<file path="config.mk">
export PLATFORM = sky130hd
export DESIGN_NAME = uart_irq_top
export DESIGN_NICKNAME = d
export VERILOG_FILES = /design/src/rtl/uart_irq_pkg.sv /design/src/rtl/uart_irq_ctrl.sv /design/src/rtl/uart_irq_dp.sv /design/src/rtl/uart_irq_top.sv
export SDC_FILE = /design/constraint.sdc
export NUM_CORES = 1
export LEC_CHECK = 0
export BUFFER_PORTS_ARGS = -buffer_cell sky130_fd_sc_hd__buf_4
export CORE_AREA = 2 2 39 41
export DETAILED_ROUTE_END_ITERATION = 10
export DIE_AREA = 0 0 41 43
export GPL_ROUTABILITY_DRIVEN = 0
export HOLD_SLACK_MARGIN = 0.12
export PLACE_DENSITY = 0.6
export SLEW_MARGIN = 30
export SYNTH_ARGS = -nofsm -noshare
export SYNTH_HDL_FRONTEND = slang
export SYNTH_SLANG_ARGS = --single-unit
</file>
<file path="constraint.sdc">
create_clock -name clk -period 3.38 [get_ports clk]
set_input_delay 0.338 -clock clk [delete_from_list [all_inputs] [get_ports clk]]
set_output_delay 0.338 -clock clk [all_outputs]
set_load 0.01 [all_outputs]
</file>
<file path="src/rtl/uart_irq_pkg.sv">
package uart_irq_pkg;

  typedef enum logic [2:0] {
    ID_NONE = 3'd0,
    ID_TXE  = 3'd1,
    ID_RXD  = 3'd2,
    ID_LSE  = 3'd3,
    ID_RTO  = 3'd6
  } srcId_t;

  // control -> datapath strobes
  typedef struct packed {
    logic rxEn;
    logic txEn;
    logic lsEn;
    logic txPend;
  } ctrlStrobe_t;

  localparam int NUM_TRIG = 4;

  function automatic int unsigned trigLevel(input int unsigned sel, input int unsigned depth);
    int unsigned lvl;
    case (sel)
      0:       lvl = 1;
      1:       lvl = 4;
      2:       lvl = 8;
      default: lvl = 14;
    endcase
    return (lvl > depth) ? depth : lvl;
  endfunction

endpackage

</file>
<file path="src/rtl/uart_irq_ctrl.sv">
module uart_irq_ctrl
  import uart_irq_pkg::*;
(
  input  logic        clk,
  input  logic        rstN,
  input  logic        enWrEn,
  input  logic [2:0]  enWrData,
  input  logic        idRdEn,
  input  logic        holdWrEn,
  input  logic        txEmpty,
  input  srcId_t      reportedId,
  output logic [2:0]  enReg,
  output ctrlStrobe_t strobes
);

  logic [2:0] enQ;
  logic       txPendQ;
  logic       txEmptyPrevQ;
  logic       txSet;
  logic       txClr;
  logic       txEnRise;

  assign txEnRise = enWrEn && enWrData[1] && !enQ[1];
  assign txSet    = (txEmpty && !txEmptyPrevQ) || (txEnRise && txEmpty);
  assign txClr    = holdWrEn || (idRdEn && (reportedId == ID_TXE));

  always_ff @(posedge clk) begin
    if (!rstN) begin
      enQ          <= '0;
      txPendQ      <= 1'b0;
      txEmptyPrevQ <= 1'b1;
    end else begin
      if (enWrEn) enQ <= enWrData;
      txEmptyPrevQ <= txEmpty;
      if (txClr)      txPendQ <= 1'b0;
      else if (txSet) txPendQ <= 1'b1;
    end
  end

  assign enReg          = enQ;
  assign strobes.rxEn   = enQ[0];
  assign strobes.txEn   = enQ[1];
  assign strobes.lsEn   = enQ[2];
  assign strobes.txPend = txPendQ;

endmodule

</file>
<file path="src/rtl/uart_irq_dp.sv">
module uart_irq_dp
  import uart_irq_pkg::*;
#(
  parameter int DEPTH = 16,
  parameter int CW    = $clog2(DEPTH + 1)
) (
  input  ctrlStrobe_t   strobes,
  input  logic          fifoMode,
  input  logic [1:0]    trigSel,
  input  logic [CW-1:0] rxCount,
  input  logic          rxTimeout,
  input  logic          lineErr,
  output srcId_t        srcId,
  output logic          irq,
  output logic [3:0]    idCode
);

  logic [CW-1:0] lvlTab [NUM_TRIG];

  for (genvar g = 0; g < NUM_TRIG; g++) begin : gLvl
    assign lvlTab[g] = CW'(trigLevel(g, DEPTH));
  end

  logic rxHit, lsAct, rxAct, toAct, txAct;

  assign rxHit = fifoMode ? (rxCount >= lvlTab[trigSel]) : (rxCount != '0);
  assign lsAct = lineErr && strobes.lsEn;
  assign rxAct = rxHit && strobes.rxEn;
  assign toAct = fifoMode && rxTimeout && strobes.rxEn;
  assign txAct = strobes.txPend && strobes.txEn;

  always_comb begin
    if (lsAct)      srcId = ID_LSE;
    else if (rxAct) srcId = ID_RXD;
    else if (toAct) srcId = ID_RTO;
    else if (txAct) srcId = ID_TXE;
    else            srcId = ID_NONE;
  end

  assign irq    = lsAct || rxAct || toAct || txAct;
  assign idCode = {srcId, (srcId == ID_NONE)};

endmodule

</file>
<file path="src/rtl/uart_irq_top.sv">
module uart_irq_top
  import uart_irq_pkg::*;
#(
  parameter int DEPTH = 16,
  parameter int CW    = $clog2(DEPTH + 1)
) (
  input  logic          clk,
  input  logic          rstN,
  input  logic          enWrEn,
  input  logic [2:0]    enWrData,
  output logic [2:0]    enOut,
  input  logic          fifoMode,
  input  logic [1:0]    trigSel,
  input  logic          idRdEn,
  input  logic          holdWrEn,
  input  logic          txEmpty,
  input  logic [CW-1:0] rxCount,
  input  logic          rxTimeout,
  input  logic          lineErr,
  output logic          irq,
  output logic [3:0]    idCode
);

  ctrlStrobe_t strobes;
  srcId_t      srcId;

  uart_irq_ctrl uCtrl (
    .clk        (clk),
    .rstN       (rstN),
    .enWrEn     (enWrEn),
    .enWrData   (enWrData),
    .idRdEn     (idRdEn),
    .holdWrEn   (holdWrEn),
    .txEmpty    (txEmpty),
    .reportedId (srcId),
    .enReg      (enOut),
    .strobes    (strobes)
  );

  uart_irq_dp #(.DEPTH(DEPTH), .CW(CW)) uDp (
    .strobes   (strobes),
    .fifoMode  (fifoMode),
    .trigSel   (trigSel),
    .rxCount   (rxCount),
    .rxTimeout (rxTimeout),
    .lineErr   (lineErr),
    .srcId     (srcId),
    .irq       (irq),
    .idCode    (idCode)
  );

endmodule

</file>
==> results of run 1 <==
-- logic make-up (layout without fill, tap and decap cells) --
kind of cell	after synthesis	in the layout	share of synthesized area (%)
and+or+nand+nor	16	16	22.7
AOI/OAI and AO/OA	12	12	28.6
DFF	5	5	26.3
muxes	2	2	5.26
adders and majority gates	4	4	13.2
buffers and inverters	4	34	3.95
-- routing by layer --
| metal | GRT usage [%] | wire (um) | vias up |
|---|---|---|---|
| met1 | 12.9 | 380 | 184 |
| met2 | 20.0 | 479 | 20 |
| met5 | 0 | 0 | - |
| met4 | 10.0 | 0 | 0 |
| li1 | - | - | 218 |
| met3 | 3.66 | 86 | 0 |
-- synth_stat cells (all sizes together) --
master / n
or3b: 1
nor2b: 2
nor2: 2
or2: 1
or4: 1
mux2i: 2
o2111a: 1
nand2: 4
a311oi: 1
a21o: 3
nand2b: 3
a21oi: 1
inv: 4
ha: 4
dfxtp: 5
o2111ai: 1
nand3: 2
o211ai: 1
a21boi: 1
o221ai: 1
o21ai: 2
-- registers in the layout (all words and copies together), names as in the netlist --
register,cells
uCtrl.txPendQ,1
uCtrl.txEmptyPrevQ,1
uCtrl.enReg,3
-- final timing paths --
kind / start / end / slack (ns) / cells past startpoint
worst min register to register: uCtrl.enReg[2] / uCtrl.enReg[2] / 0.54 / 2
worst min-delay path: txEmpty / uCtrl.txEmptyPrevQ / 0.30 / 2
worst max-delay path: trigSel[1] / irq / 1.23 / 8
worst max register to register: uCtrl.enReg[0] / uCtrl.txPendQ / 2.33 / 3
-- power groups by stage --
stage	clock network (mW)	registers (mW)	logic [mW]
6_report	0.0674	0.0656	0.0565
5_1_grt	0.0744	0.0660	0.0622
4_1_cts	0.0722	0.0656	0.0576
3_5_place_dp	0	0.0666	0.0572
3_3_place_gp	0	0.0666	0.0563
2_1_floorplan	0	0.0669	0.0244
-- through the flow --
step           hold WS [ns]  cells  cell area (um^2)
2_1_floorplan         0.411     43               380
3_3_place_gp          0.534     85               596
3_5_place_dp          0.540     85               596
4_1_cts               0.286     89               622
5_1_grt               0.300     89               622
6_report              0.299     89               622
-- layout make-up --
class                   instances  area, um^2  area share (%)
inverters                       4        15.0            2.41
well taps                      16        20.0            3.22
multi-input cells              34         265            42.7
flip-flops and latches          5         100            16.1
clock buffers                   4        26.3            4.23
repair buffers                 26         195            31.4
-- cell usage in the layout (no fill, tap or decap), types with 2 or more instances in the layout --
master / count
a21o_1: 2
mux2i_1: 2
nor2_1: 2
nor2b_1: 2
nand2b_1: 3
nand2_1: 4
buf_4: 26
nand3_1: 2
inv_1: 4
clkbuf_4: 3
ha_1: 4
o21ai_0: 2
dfxtp_1: 5
==> flow_summary.json, run 1 <==
{
  "dp_slack_ns": 1.22,
  "die_area_um2": 1760,
  "n_antenna_cell": 0,
  "cts_made_buffers": 3,
  "ys_top_cells_by_area": "dfxtp_1, ha_1, mux2i_1, nand2b_1, a21o_1",
  "synth_top_area_share_pct": 26.3,
  "vias": 422,
  "setup_violations": 0,
  "grt_max_degree": 8,
  "finalHoldViolCount": 0,
  "critPathSlowestCell": "or3b_1",
  "start_util_pct": 27.5,
  "combPwrFrac_pct": 29.8,
  "antenna_found_initial": 0,
  "cts_max_path_buffers": 2,
  "ys_seq_elements": 5,
  "critical_path_class": "in -> out",
  "status": "finished clean",
  "cts.root.buffer_cell": "clkbuf_4",
  "cts_tree": "yes",
  "yosys_warnings": 0,
  "io_pins": 27,
  "fill_cells": 143,
  "pwr_density_cell_nw_per_um2": 305,
  "drt_wl_total_um": 947,
  "skew_ns": 0.000679,
  "grt_pass1_vias": 416,
  "layout_min_cycle_time_ns": 2.15,
  "p_seq_share_pct": 34.6,
  "synth_cell_types": 22,
  "htree_num_levels": 1,
  "arrival_ns": 1.81,
  "p_sw_mw": 0.0488,
  "drt-pass1-iter-count": 3,
  "path_delay_family": "compound AO/OA/AOI/OAI gates",
  "fin_util_pct": 44.9,
  "grtUsageTotal_pct": 12.7,
  "p_int_mw": 0.141,
  "synth_cells": 43,
  "drt_iter0_drc": 2,
  "path_cells": "buf_4, inv_1, ha_1, or3b_1, a311oi_2, o211ai_2, a21o_2, buf_4",
  "syn_to_final_growth_pct": 63.5,
  "crit_path_end_kind": "output port",
  "cpMostUsedCell": "buf_4",
  "tns_ns": 0,
  "holdBufCountCts": 0,
  "swShare_pct": 25.8,
  "die_h_um": 43,
  "rsz0062_at_grt": "false",
  "syn_area_per_cell_um2": 8.85,
  "drv_slew": 0,
  "viasPerCell": 4.74,
  "power_leakage_nw": 0.325,
  "relSlewSlack_pct": 79.8,
  "numClockSinks": 5,
  "cts_setup_buffers": 0,
  "critPathRequiredTime_ns": 3.04,
  "crit_path_start_kind": "input port",
  "fmax_mhz": 465,
  "ys_seq_area_share_pct": 26.3,
  "fin_nets": 97,
  "total_power_mw": 0.189,
  "die_w_um": 41,
  "drc": 0,
  "syn_nets": 66,
  "drv_cap": 0,
  "cts_resized": 0,
  "clk_latency_ns": 0.24,
  "core_um2": 1380,
  "clk_pin_slew_worst_paths_ns": 0.04,
  "vdd.ir_drop.worst_mv": 0.208,
  "drive_gt1_share_pct": 46.6,
  "finalWorstSetupSlack_ns": 1.23,
  "critPathMaxStageDelay_ns": 0.39,
  "io_buffers": 26,
  "rows": 14,
  "critPathBufInv": 3,
  "hp-class": "in -> reg",
  "worstPathMaxFanout": 4,
  "globalRouteOverflowTotal": 0,
  "wl_per_cell_um": 10.6,
  "finalCritPeriodShare_pct": 63.6,
  "detail-route-antenna-nets": 0,
  "synth_top_area_cell": "dfxtp_1",
  "grt_pass1_wl_um": 1480,
  "tightest_slew_ns": 0.303,
  "clkPwrFrac_pct": 35.6,
  "synth_area_um2": 380
}
No activity file was read; power rests on OpenSTA's default activity.
==> inputs of run 2 (changes only) <==
--- a/config.mk
+++ b/config.mk
@@ -5,13 +5,14 @@
 export SDC_FILE = /design/constraint.sdc
 export NUM_CORES = 1
 export LEC_CHECK = 0
+export ABC_AREA = 1
 export BUFFER_PORTS_ARGS = -buffer_cell sky130_fd_sc_hd__buf_4
 export CORE_AREA = 2 2 39 41
 export DETAILED_ROUTE_END_ITERATION = 10
 export DIE_AREA = 0 0 41 43
 export GPL_ROUTABILITY_DRIVEN = 0
 export HOLD_SLACK_MARGIN = 0.12
-export PLACE_DENSITY = 0.6
+export PLACE_DENSITY = 0.62
 export SLEW_MARGIN = 30
 export SYNTH_ARGS = -nofsm -noshare
 export SYNTH_HDL_FRONTEND = slang
==> constraint.sdc (replaced) <==
create_clock -name clk -period 2.2 [get_ports clk]
set_input_delay 0.22 -clock clk [delete_from_list [all_inputs] [get_ports clk]]
set_output_delay 0.22 -clock clk [all_outputs]
set_load 0.01 [all_outputs]
==> run 2 against run 1 <==
Routed wire length shrank 6.3%; synthesized cell count grew 49%; critical path depth grew 5; total power grew 57%; clock power grew 51%; die area is the same; first-iteration DRC count shrank 100%.
==> flow_summary.json, run 2 <==
{
  "status": "finished clean",
  "grt_max_degree": 5,
  "ys_seq_elements": 5,
  "viasPerCell": 4.26,
  "numClockSinks": 5,
  "io_buffers": 26,
  "core_um2": 1380,
  "n_antenna_cell": 0,
  "drv_slew": 0,
  "drt_iter0_drc": 0,
  "io_pins": 27,
  "worstPathMaxFanout": 4,
  "finalHoldViolCount": 0,
  "tightest_slew_ns": 0.145,
  "fin_hold_ws_ns": 0.179,
  "drc": 0,
  "synth_top_area_cell": "dfxtp_1",
  "layout_min_cycle_time_ns": 1.63,
  "rows": 14,
  "syn_area_per_cell_um2": 6.30,
  "hp-class": "in -> reg",
  "syn_nets": 87,
  "dp_hpwl_um": 802,
  "drt-pass1-iter-count": 1,
  "cts_setup_buffers": 0,
  "fill_cells": 162,
  "synth_top_area_share_pct": 24.8,
  "ys_seq_area_share_pct": 24.8,
  "drv_cap": 0,
  "cts_made_buffers": 3,
  "synth_common_cells": "nor2_1, nand2_1, inv_1, nand3_1, dfxtp_1",
  "fin_area_um2": 644,
  "yosys_warnings": 0,
  "ys_top_cells_by_area": "dfxtp_1, ha_1, nor2_1, nand2_1, inv_1",
  "synth_cells": 64,
  "synth_cell_types": 15,
  "fin_nets": 118,
  "clk_latency_ns": 0.23,
  "pwr_density_cell_nw_per_um2": 462,
  "vdd.ir_drop.worst_mv": 0.261,
  "holdBufCountCts": 0,
  "cts_tree": "yes",
  "syn_to_final_growth_pct": 59.9,
  "dpl-instance-area_um2": 618,
  "globalRouteOverflowTotal": 0,
  "crit_path_end_kind": "output port",
  "largest_register_ffs": 3,
  "grtUsageTotal_pct": 11.7,
  "cts_max_path_buffers": 2,
  "power_leakage_nw": 0.378,
  "rsz0062_at_grt": "false",
  "detail-route-antenna-nets": 0,
  "wl_per_cell_um": 8.06,
  "multi_input_area_um2": 258,
  "synth_ff_type": "dfxtp_1",
  "die_area_um2": 1760,
  "async_flop_share_pct": 0,
  "skew_ns": 0.00304,
  "regArea_um2": 100,
  "final_common_cell": "buf_4",
  "yosysMostFrequentCell": "nor2_1",
  "synth_edf_count": 0,
  "relSlewSlack_pct": 90.2,
  "total_power_mw": 0.298,
  "die_w_um": 41,
  "cts_resized": 0,
  "cts.root.buffer_cell": "clkbuf_4",
  "drive_gt1_share_pct": 38.3,
  "synth_area_um2": 403,
  "critical_path_class": "in -> out",
  "drt_wl_total_um": 887,
  "critPathRequiredTime_ns": 1.98,
  "start_util_pct": 29.1,
  "vias": 469,
  "layout_common_cells": "buf_4, nor2_1, nand2_1, inv_1, nand3_1",
  "grt_pass1_wl_um": 1450,
  "arrival_ns": 1.41,
  "tns_ns": 0,
  "antenna_found_initial": 0,
  "htree_num_levels": 1,
  "grt_pass1_vias": 389,
  "setup_violations": 0,
  "crit_path_start_kind": "input port",
  "r2r_setup_slack_ns": 1.25,
  "final_cells": 110,
  "fmax_mhz": 614,
  "place_inst": 106,
  "finalCritPeriodShare_pct": 74.0,
  "clk_pin_slew_worst_paths_ns": 0.04,
  "die_h_um": 43
}
-- run 2: cell count changes after synthesis, sizes merged, moves of 3 or more --
cell    before  now
inv          4   12
a21o         3    0
nand3        2    7
nand2b       3    0
nor2         2   14
nand2        4   14
-- run 2: logic make-up (layout without fill, tap and decap cells) --
family          Yosys count  in the layout  share of synthesized area (%)
flops                     5              5                           24.8
simple gates             38             38                           45.3
fa+ha+maj                 4              4                           12.4
compound gates            5              5                           6.21
buf+inv                  12             42                           11.2
-- run 2: path summary, 6_finish.rpt --
| kind | startpoint | end | cells after the start |
|---|---|---|---|
| worst min register to register | uCtrl.enReg[1] | uCtrl.enReg[1] | 2 |
| worst max-delay path | trigSel[1] | irq | 13 |
| worst max register to register | uCtrl.enReg[0] | uCtrl.txPendQ | 6 |
| worst min-delay path | txEmpty | uCtrl.txEmptyPrevQ | 2 |
-- run 2: worst max-delay path: stages --
cell,delay [ns]
buf_4,0.09
inv_1,0.04
ha_1,0.26
inv_1,0.03
nor2_1,0.12
nand3_1,0.08
nand3_1,0.08
nand2_2,0.08
nand2_1,0.08
nand2_2,0.07
nor2_4,0.09
inv_2,0.03
buf_4,0.13
-- run 2: layer usage --
layer,track usage [%],part of all wire [%],vias up
met4,6.00,0.68,0
met2,18.4,47,14
li1,-,-,258
met1,14.5,43,195
met5,0,0,-
met3,1.57,8.7,2
-- run 2: layout make-up --
cell class	instances	share of cell area [%]
Clock buffer	4	4.08
Inverter	12	6.99
Multi-Input combinational cell	47	40.0
Sequential cell	5	15.5
Tap cell	16	3.11
Timing Repair Buffer	26	30.3
-- run 2: metrics by stage --
step	setup WS (ns)	utilization [%]
final	0.571	46.6
after global routing	0.414	46.6
after CTS	0.554	46.6
after detailed placement	0.557	44.7
after global placement	0.586	44.7
after floorplan	0.770	-
-- run 2: where the power goes --
group	switching (mW)	total [mW]	internal (mW)
registers	0.00401	0.100	0.0963
logic	0.0431	0.0961	0.0530
clock network	0.0332	0.102	0.0683
==> inputs of run 3 (changes only) <==
--- a/config.mk
+++ b/config.mk
@@ -12,7 +12,7 @@
 export DIE_AREA = 0 0 41 43
 export GPL_ROUTABILITY_DRIVEN = 0
 export HOLD_SLACK_MARGIN = 0.12
-export PLACE_DENSITY = 0.62
+export PLACE_DENSITY = 0.65
 export SLEW_MARGIN = 30
 export SYNTH_ARGS = -nofsm -noshare
 export SYNTH_HDL_FRONTEND = slang
==> constraint.sdc (replaced) <==
create_clock -name clk -period 1.4 [get_ports clk]
set_input_delay 0.14 -clock clk [delete_from_list [all_inputs] [get_ports clk]]
set_output_delay 0.14 -clock clk [all_outputs]
set_load 0.01 [all_outputs]
==> run 3 against run 2 <==
The flow now finishes with violations (setup timing); sequential power rose by 59%; sequential cell count did not move; worst hold slack got worse by 0.044 ns; cell count rose by 1.8%; die area did not move; clock power rose by 55%; combinational power rose by 110%; count of clock-buffer cells in the layout did not move; critical endpoint unchanged; largest cell class unchanged.
==> flow_summary.json, run 3 (synthesis gave the netlist of run 2 again) <==
{
  "dp_hpwl_um": 768,
  "finalCritPeriodShare_pct": 101,
  "n_antenna_cell": 0,
  "grtUsageTotal_pct": 12.2,
  "crit_path_end_kind": "output port",
  "total_power_mw": 0.515,
  "fin_nets": 120,
  "met2_usage_pct": 17.5,
  "gr-usage-met1_pct": 16.1,
  "largest_register_ffs": 3,
  "viasPerCell": 4.37,
  "worst_r2r_path_depth": 7,
  "status": "complete, but fails checks",
  "drt-pass1-iter-count": 1,
  "r2r_start": "uCtrl.enReg[0]",
  "crit_start": "trigSel[1]",
  "die_w_um": 41,
  "finalWorstSetupSlack_ns": -0.0169,
  "crit_path_start_kind": "input port",
  "r2r_setup_slack_ns": 0.37,
  "grt_pass1_wl_um": 1500,
  "htree_num_levels": 1,
  "rows": 14,
  "io_pins": 27,
  "drc": 0,
  "drive_gt1_share_pct": 51.0,
  "syn_to_final_growth_pct": 91.6,
  "cts_max_path_buffers": 2,
  "cts.root.buffer_cell": "clkbuf_4",
  "worstPathMaxFanout": 4,
  "r2r_end": "uCtrl.txPendQ",
  "tightest_slew_ns": 0.166,
  "die_area_um2": 1760,
  "drv_cap": 0,
  "clk_pin_slew_worst_paths_ns": 0.04,
  "vdd.ir_drop.worst_mv": 0.522,
  "detail-route-antenna-nets": 0,
  "critPathRequiredTime_ns": 1.26,
  "hp-class": "in -> reg",
  "antenna_found_initial": 0,
  "die_h_um": 43,
  "drt_wl_total_um": 1010,
  "vias": 489,
  "arrival_ns": 1.28,
  "violations": "setup timing",
  "finalHoldViolCount": 0,
  "drt_iter0_drc": 0,
  "dp_slack_ns": -0.0883,
  "core_um2": 1380,
  "power_leakage_nw": 0.403,
  "grt_max_degree": 5,
  "grt_pass1_vias": 408,
  "start_util_pct": 29.1,
  "layout_common_cells": "buf_4, nor2_1, nand2_1, inv_1",
  "cts_made_buffers": 3,
  "critical_path_class": "in -> out",
  "drv_slew": 0,
  "io_buffers": 26,
  "final_common_cell": "buf_4",
  "pwr_density_cell_nw_per_um2": 667,
  "skew_ns": 0.00161,
  "wl_per_cell_um": 9.04,
  "fill_cells": 129,
  "globalRouteOverflowTotal": 0,
  "fmax_mhz": 706,
  "relSlewSlack_pct": 88.9,
  "crit_end": "irq",
  "rsz0062_at_grt": "true",
  "fin_hold_ws_ns": 0.135,
  "cts_tree": "yes",
  "clk_latency_ns": 0.23,
  "grt-busiest-layer": "met2",
  "setup_violations": 2,
  "grt.met3_usage_pct": 4.71,
  "numClockSinks": 5,
  "layout_min_cycle_time_ns": 1.42
}
## run 3: cell count changes in the layout (fill, tap and decap cells not counted), sizes merged
| cell | change |
|---|---|
| buf | +1 |
| dlygate4sd3 | +1 |
## run 3: worst min path at each step
stage	start	to	slack, ns	cells after the start
global route	enWrData[2]	uCtrl.enReg[2]	0.13	3
CTS	enWrData[2]	uCtrl.enReg[2]	0.13	3
floorplan	txEmpty	uCtrl.txEmptyPrevQ	0.25	1
detailed placement	txEmpty	uCtrl.txEmptyPrevQ	0.35	2
finish	enWrData[2]	uCtrl.enReg[2]	0.14	3
global placement	txEmpty	uCtrl.txEmptyPrevQ	0.34	2
## run 3: critical path, cell delays in order
cell and delay (ns):
buf_8 0.09, inv_4 0.04, ha_4 0.25, inv_2 0.04, nor2_4 0.10, nand2_1 0.08, nand3_2 0.09, nand2_4 0.07
nand2_2 0.06, nand2_2 0.06, nor2_4 0.10, inv_2 0.04, buf_6 0.11
## run 3: metal layers
layer / wire [um] / part of all wire [%]
met1: 404 / 40
met2: 551 / 54
met3: 57 / 5.6
met4: 0 / 0
met5: 0 / 0
## run 3: metrics by stage
stage          cells  area [um^2]  setup TNS (ns)  utilization (%)
2_1_floorplan     64          403               0                -
4_1_cts          111          702          -0.112             50.7
6_report         112          772         -0.0191             55.8
3_3_place_gp     106          618          -0.113             44.7
3_5_place_dp     106          618          -0.141             44.7
5_1_grt          112          772          -0.230             55.8
## run 3: repair_timing
| action | in CTS | in global routing |
|---|---|---|
| hold buffers | 1 | 0 |
| pin swaps | 8 | 8 |
| endpoints found under the hold margin | 1 | 0 |
| setup endpoints to repair | 2 | 5 |
| setup buffers | 0 | 1 |
| resized for setup | 12 | 13 |
## run 3: area by class of cell
cell class | count | area, um^2 | area share [%]
repair buffers | 28 | 239 | 31.0
inverters | 12 | 47.5 | 6.16
clock buffers | 4 | 26.3 | 3.40
multi-input cells | 47 | 338 | 43.8
well taps | 16 | 20.0 | 2.59
flip-flops and latches | 5 | 101 | 13.1
## run 3: power breakdown
part,switching (mW),leakage [nW],internal [mW]
Sequential,0.00723,0.0417,0.152
Clock,0.0505,0.0150,0.107
Combinational,0.0877,0.347,0.111
Total,0.145,0.403,0.370
